$ cat src/rtl/i2cm_event_pkg.sv
package i2cm_event_pkg;
    localparam int EV_W  = 7;
    localparam int SC_W  = 5;
    localparam int ERR_W = 3;
    localparam int AD_W  = 3;
    localparam int WD_W  = EV_W;

    // event bit positions
    localparam int EV_STOPPED   = 0;
    localparam int EV_ERROR     = 1;
    localparam int EV_SUSPENDED = 2;
    localparam int EV_RXSTART   = 3;
    localparam int EV_TXSTART   = 4;
    localparam int EV_LASTRX    = 5;
    localparam int EV_LASTTX    = 6;

    // shortcut bit positions
    localparam int SC_LTX_RX   = 0;
    localparam int SC_LTX_SUSP = 1;
    localparam int SC_LTX_STOP = 2;
    localparam int SC_LRX_TX   = 3;
    localparam int SC_LRX_STOP = 4;

    // register write addresses
    localparam logic [AD_W-1:0] A_SHORTS = 3'd0;
    localparam logic [AD_W-1:0] A_INTEN  = 3'd1;
    localparam logic [AD_W-1:0] A_INTSET = 3'd2;
    localparam logic [AD_W-1:0] A_INTCLR = 3'd3;
    localparam logic [AD_W-1:0] A_EVFLAG = 3'd4;
    localparam logic [AD_W-1:0] A_ERRSRC = 3'd5;
endpackage

$ cat src/rtl/i2cm_evt_irq.sv
module i2cm_evt_irq
    import i2cm_event_pkg::*;
#(
    parameter int N_EV = EV_W
) (
    input  logic            clk,
    input  logic            rst_n,
    input  logic [N_EV-1:0] ev_i,
    input  logic            wr_en_i,
    input  logic [AD_W-1:0] wr_addr_i,
    input  logic [N_EV-1:0] wr_data_i,
    output logic [N_EV-1:0] flags_o,
    output logic [N_EV-1:0] en_o,
    output logic            irq_o
);
    typedef struct packed {
        logic [N_EV-1:0] flags;
        logic [N_EV-1:0] en;
    } irq_st_t;

    irq_st_t st_d, st_q;

    always_comb begin
        st_d = st_q;
        if (wr_en_i) begin
            case (wr_addr_i)
                A_EVFLAG: st_d.flags = st_q.flags & wr_data_i;
                A_INTEN:  st_d.en    = wr_data_i;
                A_INTSET: st_d.en    = st_q.en | wr_data_i;
                A_INTCLR: st_d.en    = st_q.en & ~wr_data_i;
                default:  ;
            endcase
        end
        // an arriving event wins over a clearing write
        st_d.flags = st_d.flags | ev_i;
    end

    always_ff @(posedge clk or negedge rst_n) begin
        if (!rst_n) st_q <= '0;
        else        st_q <= st_d;
    end

    assign flags_o = st_q.flags;
    assign en_o    = st_q.en;
    assign irq_o   = |(st_q.flags & st_q.en);

    for (genvar k = 0; k < N_EV; k++) begin : g_chk
        // an event always leaves its flag set
        a_r2_flag_sticky_set: assert property (@(posedge clk) disable iff (!rst_n)
            ev_i[k] |=> flags_o[k]);
        // a set-port write always leaves the enable on
        a_r3_set_port: assert property (@(posedge clk) disable iff (!rst_n)
            (wr_en_i && wr_addr_i == A_INTSET && wr_data_i[k]) |=> en_o[k]);
    end
endmodule

$ cat src/rtl/i2cm_err_src.sv
module i2cm_err_src
    import i2cm_event_pkg::*;
#(
    parameter int N_ERR = ERR_W
) (
    input  logic             clk,
    input  logic             rst_n,
    input  logic             ovr_i,
    input  logic             anack_i,
    input  logic             dnack_i,
    input  logic             wr_en_i,
    input  logic [AD_W-1:0]  wr_addr_i,
    input  logic [N_ERR-1:0] wr_data_i,
    output logic [N_ERR-1:0] err_o
);
    typedef struct packed {
        logic dnack;
        logic anack;
        logic ovr;
    } err_st_t;

    err_st_t st_d, st_q;

    always_comb begin
        st_d = st_q;
        if (wr_en_i && wr_addr_i == A_ERRSRC) begin
            st_d.ovr   = wr_data_i[0];
            st_d.anack = st_q.anack & ~wr_data_i[1];
            st_d.dnack = st_q.dnack & ~wr_data_i[2];
        end
        st_d.ovr   = st_d.ovr   | ovr_i;
        st_d.anack = st_d.anack | anack_i;
        st_d.dnack = st_d.dnack | dnack_i;
    end

    always_ff @(posedge clk or negedge rst_n) begin
        if (!rst_n) st_q <= '0;
        else        st_q <= st_d;
    end

    assign err_o = {st_q.dnack, st_q.anack, st_q.ovr};

    // a NACK pulse is always recorded
    a_r9_anack_latched: assert property (@(posedge clk) disable iff (!rst_n)
        anack_i |=> err_o[1]);
    a_r9_dnack_latched: assert property (@(posedge clk) disable iff (!rst_n)
        dnack_i |=> err_o[2]);
endmodule

$ cat src/rtl/i2cm_task_route.sv
module i2cm_task_route
    import i2cm_event_pkg::*;
#(
    parameter int N_SC = SC_W
) (
    input  logic            clk,
    input  logic            rst_n,
    input  logic            ev_stopped_i,
    input  logic            ev_lastrx_i,
    input  logic            ev_lasttx_i,
    input  logic            sw_start_tx_i,
    input  logic            sw_start_rx_i,
    input  logic            sw_stop_i,
    input  logic            sw_suspend_i,
    input  logic            sw_resume_i,
    input  logic            wr_en_i,
    input  logic [AD_W-1:0] wr_addr_i,
    input  logic [N_SC-1:0] wr_data_i,
    output logic [N_SC-1:0] shorts_o,
    output logic            task_start_tx_o,
    output logic            task_start_rx_o,
    output logic            task_stop_o,
    output logic            task_suspend_o,
    output logic            task_resume_o
);
    typedef struct packed {
        logic [N_SC-1:0] shorts;
        logic            busy;
        logic            susp;
        logic            stop_pend;
    } rt_st_t;

    rt_st_t st_d, st_q;

    logic end_ev, start_ok, stop_req, tx_req, rx_req;

    always_comb begin
        end_ev   = ev_stopped_i | ev_lastrx_i | ev_lasttx_i;
        start_ok = ~st_q.busy | end_ev;
        tx_req   = sw_start_tx_i | (ev_lastrx_i & st_q.shorts[SC_LRX_TX]);
        rx_req   = sw_start_rx_i | (ev_lasttx_i & st_q.shorts[SC_LTX_RX]);
        stop_req = sw_stop_i
                 | (ev_lasttx_i & st_q.shorts[SC_LTX_STOP])
                 | (ev_lastrx_i & st_q.shorts[SC_LRX_STOP]);

        task_start_tx_o = tx_req & start_ok;
        task_start_rx_o = rx_req & start_ok;
        task_suspend_o  = sw_suspend_i | (ev_lasttx_i & st_q.shorts[SC_LTX_SUSP]);
        task_resume_o   = sw_resume_i;
        task_stop_o     = (stop_req | st_q.stop_pend) & ~st_q.susp;

        st_d = st_q;
        if (wr_en_i && wr_addr_i == A_SHORTS) st_d.shorts = wr_data_i;
        st_d.busy      = (st_q.busy & ~end_ev) | task_start_tx_o | task_start_rx_o;
        st_d.susp      = (st_q.susp | task_suspend_o) & ~task_resume_o;
        st_d.stop_pend = (st_q.stop_pend | stop_req) & st_q.susp;
    end

    always_ff @(posedge clk or negedge rst_n) begin
        if (!rst_n) st_q <= '0;
        else        st_q <= st_d;
    end

    assign shorts_o = st_q.shorts;

    // a held stop is released right after the suspension ends
    a_r7_stop_released: assert property (@(posedge clk) disable iff (!rst_n)
        (st_q.stop_pend && $fell(st_q.susp)) |-> task_stop_o);
    // no start reaches the engine during a transfer in flight
    a_r8_no_restart: assert property (@(posedge clk) disable iff (!rst_n)
        (st_q.busy && !end_ev) |-> !(task_start_tx_o || task_start_rx_o));
    // last-transmit with its shortcut gives a repeated START
    a_r5_ltx_to_rx: assert property (@(posedge clk) disable iff (!rst_n)
        (ev_lasttx_i && st_q.shorts[SC_LTX_RX]) |-> task_start_rx_o);
endmodule

$ cat src/rtl/i2cm_event_ctl.sv
module i2cm_event_ctl
    import i2cm_event_pkg::*;
(
    input  logic             clk,
    input  logic             rst_n,
    input  logic [EV_W-1:0]  ev_i,
    input  logic             err_ovr_i,
    input  logic             err_anack_i,
    input  logic             err_dnack_i,
    input  logic             sw_start_tx_i,
    input  logic             sw_start_rx_i,
    input  logic             sw_stop_i,
    input  logic             sw_suspend_i,
    input  logic             sw_resume_i,
    input  logic             wr_en_i,
    input  logic [AD_W-1:0]  wr_addr_i,
    input  logic [WD_W-1:0]  wr_data_i,
    output logic             task_start_tx_o,
    output logic             task_start_rx_o,
    output logic             task_stop_o,
    output logic             task_suspend_o,
    output logic             task_resume_o,
    output logic [EV_W-1:0]  evt_flags_o,
    output logic [EV_W-1:0]  int_en_o,
    output logic [SC_W-1:0]  shorts_o,
    output logic [ERR_W-1:0] err_src_o,
    output logic             irq_o
);
    i2cm_evt_irq #(.N_EV(EV_W)) u_irq (
        .clk       (clk),
        .rst_n     (rst_n),
        .ev_i      (ev_i),
        .wr_en_i   (wr_en_i),
        .wr_addr_i (wr_addr_i),
        .wr_data_i (wr_data_i),
        .flags_o   (evt_flags_o),
        .en_o      (int_en_o),
        .irq_o     (irq_o)
    );

    i2cm_err_src #(.N_ERR(ERR_W)) u_err (
        .clk       (clk),
        .rst_n     (rst_n),
        .ovr_i     (err_ovr_i),
        .anack_i   (err_anack_i),
        .dnack_i   (err_dnack_i),
        .wr_en_i   (wr_en_i),
        .wr_addr_i (wr_addr_i),
        .wr_data_i (wr_data_i[ERR_W-1:0]),
        .err_o     (err_src_o)
    );

    i2cm_task_route #(.N_SC(SC_W)) u_route (
        .clk             (clk),
        .rst_n           (rst_n),
        .ev_stopped_i    (ev_i[EV_STOPPED]),
        .ev_lastrx_i     (ev_i[EV_LASTRX]),
        .ev_lasttx_i     (ev_i[EV_LASTTX]),
        .sw_start_tx_i   (sw_start_tx_i),
        .sw_start_rx_i   (sw_start_rx_i),
        .sw_stop_i       (sw_stop_i),
        .sw_suspend_i    (sw_suspend_i),
        .sw_resume_i     (sw_resume_i),
        .wr_en_i         (wr_en_i),
        .wr_addr_i       (wr_addr_i),
        .wr_data_i       (wr_data_i[SC_W-1:0]),
        .shorts_o        (shorts_o),
        .task_start_tx_o (task_start_tx_o),
        .task_start_rx_o (task_start_rx_o),
        .task_stop_o     (task_stop_o),
        .task_suspend_o  (task_suspend_o),
        .task_resume_o   (task_resume_o)
    );
endmodule

$ cat config.mk
export PLATFORM = sky130hd
export DESIGN_NAME = i2cm_event_ctl
export DESIGN_NICKNAME = d
export VERILOG_FILES = /design/src/rtl/i2cm_event_pkg.sv /design/src/rtl/i2cm_evt_irq.sv /design/src/rtl/i2cm_err_src.sv /design/src/rtl/i2cm_task_route.sv /design/src/rtl/i2cm_event_ctl.sv
export SDC_FILE = /design/constraint.sdc
export NUM_CORES = 1
export LEC_CHECK = 0
export CORE_MARGIN = 2
export CORE_UTILIZATION = 44
export CTS_BUF_LIST = sky130_fd_sc_hd__clkbuf_8
export CTS_CLUSTER_SIZE = 25
export DETAILED_ROUTE_END_ITERATION = 10
export PLACE_DENSITY = 0.92
export SLEW_MARGIN = 5
export SYNTH_ARGS = -nofsm -noshare
export SYNTH_HDL_FRONTEND = slang
export SYNTH_SLANG_ARGS = --single-unit
$ cat constraint.sdc
create_clock -name clk -period 1.5 [get_ports clk]
set_input_delay 0.375 -clock clk [delete_from_list [all_inputs] [get_ports clk]]
set_output_delay 0.375 -clock clk [all_outputs]
set_load 0.05 [all_outputs]
## After elaboration in Yosys (flattened, before gate mapping)

Index checks and enable logic that the tools add are counted.

| word-level totals | value |
|---|---|
| bits in registers | 25 |
| bits in latches | 0 |
| RAM bits | 0 |
| bits in read-only memories | 0 |
| output and inout bits | 28 |
| word-level logic and storage cells | 64 |
| memories | 0 |

| cells by class | value |
|---|---|
| add/sub/neg operators | 0 |
| multipliers | 0 |
| divide/modulo/power cells | 0 |
| order comparisons | 0 |
| equality and inequality tests | 5 |
| shift operators | 0 |
| muxes and demuxes | 4 |
| bitwise operators | 40 |
| reductions and logical operators | 6 |

Operators with widths:

| kind | count |
|---|---|
| AND 7 bit | 3 |
| one-hot mux 7 bit (3 select lines) | 1 |
| OR 1 bit | 15 |
| 2-to-1 mux 14 bit | 1 |
| OR 7 bit | 2 |
| AND 1 bit | 13 |
| 2-to-1 mux 7 bit | 1 |
| inverter 7 bit | 1 |
| OR reduction 7 bit | 1 |
| equality test 3 x 2 -> 1 bit, second input constant | 2 |
| equality test 3 bit, second input constant | 2 |
| inverter 1 bit | 6 |
| equality test 3 x 1 -> 1 bit, second input constant | 1 |
| logical NOT 3 bit | 1 |
| 2-to-1 mux 3 bit | 1 |
| nonzero test 3 bit | 1 |
| logical AND 1 bit | 2 |
| AND reduction 2 bit | 1 |

## Longest topological paths before layout

| logic depth | value |
|---|---|
| depth after elaboration | 6 |
| gate-level depth with buffers | 3 |
| gate-level depth less buffers | 3 |

## Modules after synthesis

A second synthesis with hierarchy kept.

| second synthesis, totals | value |
|---|---|
| cell total of the unflattened synthesis | 109 |
| area, all modules | 1253.7 um^2 |

By module, submodules not included:

| module | instances | cells an instance | area an instance (um^2) |
|---|---|---|---|
| i2cm_evt_irq | 1 | 61 | 700.7 |
| i2cm_task_route | 1 | 35 | 422.9 |
| i2cm_err_src | 1 | 13 | 130.1 |

## Worst setup path after synthesis

No wires, ideal clock.

| path | value |
|---|---|
| path type | register to output |
| start point | reg u_irq.st_q, in the netlist u_irq.en_o[2] |
| end point | out irq_o |
| arrival time | 1.381 ns |
| path slack | -0.256 ns |
| cell stages (with the launch flop) | 3 |
| buffers on the path | 0 |
| path through | dfrtp_1 > a222oi_1 > nand3_1 |

| between the ends | value |
|---|---|
| cells in the longest elaborated chain, start to end | 2 |

Ends and longest elaborated chain:

| what | line | RTL |
|---|---|---|
| from (decl) | i2cm_evt_irq.sv:21 | `irq_st_t st_d, st_q;` |
| from (signal assigned) | i2cm_evt_irq.sv:40 | `else st_q <= st_d;` |
| AND 7 bit | i2cm_evt_irq.sv:45 | `assign irq_o = \|(st_q.flags & st_q.en);` |
| OR reduction 7 bit | i2cm_evt_irq.sv:45 |  |
| to (decl) | i2cm_event_ctl.sv:27 | `output logic irq_o` |

Every way passes these cells.

## Final worst setup path

Ends and elaborated chain as after synthesis.

==> key figures <==
Outcome
  – Status: finished, violations left
  – Violated checks: negative setup slack

Power and ir drop
  – Static leakage: 0.999 nW
  – Worst vdd rail ir drop: 0.960 mV
  – Pwr dens: 1070 nW/um^2
  – Final Power: 2.43 mW

Min path
  – Min-Delay Path Class: primary input to flop
  – WHS Path Cells: 2
  – Endpoint, Worst Hold: u_irq.flags_o[0]
  – Hold wc startpoint: ev_i[0]

STA
  – Tcrit/Tclk final: 117%
  – Final Max Tran Viols: 0
  – Worst-margin pin slew: 397 ps
  – Worst setup margin: -250 ps
  – RSZ-0062 raised after global routing: true
  – # setup viols final: 1
  – Fin Hold WS: 415 ps
  – Fin Clk Skew: 1.46 ps
  – Post-route minimum period: 1750 ps
  – Fmax: 0.571 GHz
  – Final Hold Viols: 0
  – Max-slew headroom: 73.3%

Clock tree
  – # clock sinks: 25
  – CTS Buf Count: 3
  – Root buf cell: clkbuf_8
  – Clk slew on worst S/H paths: 90 ps
  – CTS tree: yes
  – Max Buffers Root-to-Sink: 2
  – Worst skew pair latency: 270 ps
  – H-tree Lvls: 1

Synth
  – #FFs+latches synth: 25
  – Post-Syn Area: 1150 sq um
  – Synth Instances: 100
  – Mean area per synthesized cell: 11.5 sq um
  – Yosys cell types: 24
  – Ys Warns: 0
  – Syn_nets: 128
  – Seq/Total Area, Yosys: 54.3%

GRT
  – Gr ovfl total: 0
  – Global-route wire length before repair: 6230 um
  – GRT Total Usage: 30.9%
  – Initial antenna violation count: 0
  – Number of global-route vias before repair: 1229
  – Largest net degree at the start of global routing: 26

Drt
  – Initial DRC count: 46
  – Post-route ant nets: 0
  – DR vias/cell: 6.00
  – DR pass1 iterations: 4
  – Routed Wire Length: 4560 um
  – DRC Markers: 0
  – Via count: 1229
  – Drt wl/cell: 22.2 um

Layout
  – Area growth, synth to finish: 97.1%
  – Layout cell share with drive strength beyond 1: 48.6%
  – Number of diodes: 0
  – Final non-filler cell area: 2270 sq um
  – Final #Nets: 204
  – Fillers: 106
  – Final core occ: 91.6%

Worst setup path
  – Worst Path Arrival: 1380 ps
  – FF-to-FF Start: u_route.shorts_o[0]
  – CP Launch Point: u_irq.en_o[2]
  – Reg-to-reg slack, setup: 180 ps
  – Worst setup EP type: output pin
  – Reg2Reg Depth: 4
  – Largest fanout on the critical path: 2
  – CP Launch Type: flop
  – Worst path required time: 1120 ps
  – FF-to-FF End: u_route.st_q[2]
  – Crit Path Class: flop to output pin

Die
  – DIE AREA: 3040 sq um
  – Initial core utilization: 46.5%
  – Rows: 18
  – Core region area: 2480 sq um
  – Die X-Extent: 55.2 um
  – IO Count: 56
  – Die H: 55.2 um

Placed design
  – Cell area after placement: 2090 sq um
  – Post-DP HPWL: 3000 um
  – Count of input and output buffers: 55
  – Placer congestion estimate: 0.766

Run
  – Max cap viols: 0
cell usage after synthesis:
library cell   n  area share (%)
dfrtp_1       25              54
o21ai_0       18             7.8
nand2b_1       8             4.3
a22o_1         7             5.3
buf_4          6             3.9
nand2_1        6             2.0
mux2_2         5             4.9
a21oi_1        3             1.3
inv_1          3            0.98
a211o_1        2             1.5
a21o_1         2             1.3
a22oi_1        2             1.3
a31oi_1        2             1.1
a222oi_1       1            0.87
and3b_1        1            0.76
and4b_1        1            0.87
nand3_1        1            0.43
nand4bb_1      1            0.98
nor2_1         1            0.33
nor2b_1        1            0.54
nor3b_4        1             1.6
nor4b_4        1             2.1
o31ai_1        1            0.65
xnor2_1        1            0.76
how the worst max path moves through the flow:
stage / end / slack [ps] / cells past startpoint
3_5_place_dp: u_route.shorts_o[4] / -360 / 3
3_3_place_gp: u_route.shorts_o[2] / -290 / 3
5_1_grt: irq_o / -320 / 3
6_report: irq_o / -250 / 3
4_1_cts: irq_o / -280 / 3
2_1_floorplan: irq_o / -170 / 2
sequential cells by signal, indices dropped and copies added, names as in the netlist:
signal and flops:
u_err.err_o 3, u_route.st_q 3, u_route.shorts_o 5, u_irq.flags_o 7
u_irq.en_o 7
cells in the final DEF (no fill, tap or decap), types with 2 or more instances in the layout:
cell | Yosys | final
o21ai_2 | 0 | 3
inv_1 | 3 | 3
a211o_1 | 2 | 2
a21o_1 | 2 | 2
a21oi_1 | 3 | 2
dfrtp_2 | 0 | 5
buf_6 | 0 | 2
a22o_1 | 7 | 7
dfrtp_1 | 25 | 20
clkbuf_2 | 0 | 3
buf_4 | 6 | 21
dlymetal6s2s_1 | 0 | 2
nand2_2 | 0 | 2
nand2b_1 | 8 | 7
buf_12 | 0 | 27
a22oi_1 | 2 | 2
clkbuf_8 | 0 | 3
mux2_2 | 5 | 5
o21ai_0 | 18 | 13
nand2_4 | 0 | 2
dlygate4sd2_1 | 0 | 5
clkdlybuf4s50_1 | 0 | 16
nand2_1 | 6 | 2
area by class of cell:
type	instances	area [sq um]	area share, %
Inverter	3	11.3	0.496
Multi-Input combinational cell	66	568	25.0
Timing Repair Buffer	77	975	43.0
Clock inverter	1	3.75	0.165
Tap cell	30	37.5	1.65
Clock buffer	3	41.3	1.82
Sequential cell	25	632	27.9
worst max-delay path, cell delays in order, from the launching register on:
cell and delay (ps):
dfrtp_1 390, a222oi_1 430, nand3_2 120, buf_6 180
report_power, final:
part	switching (mW)	internal, mW
registers	0.0974	0.761
clock network	0.211	0.183
logic	0.594	0.581
total	0.902	1.53
per-layer routing:
metal  track usage (%)  vias up  part of all wire (%)
met3              6.45       20                   7.6
met1              37.3      605                    36
met4              18.7        0                   4.2
met2              50.4       84                    53
met5                 0        -                     0
li1                  -      520                     -
repair_timing:
item,in CTS,in global routing
gates resized for setup,31,20
buffers inserted,4,3
hold buffers,0,0
pin swaps,11,8
setup endpoints to repair,21,16
logic make-up after synthesis:
group	Yosys count	synth area share, %
xor+xnor	1	0.761
mux	5	4.89
flops	25	54.3
compound gates	38	21.2
simple gates	22	13.9
buf+inv	9	4.89
metrics by stage:
step	instances	worst slack (ps)	setup TNS (ps)
after global routing	205	-316	-455
after CTS	202	-279	-365
after detailed placement	194	-360	-7650
after floorplan	100	-173	-173
final	205	-250	-250
after global placement	194	-293	-5730
Note: power is estimated with default switching activity, not from simulation.
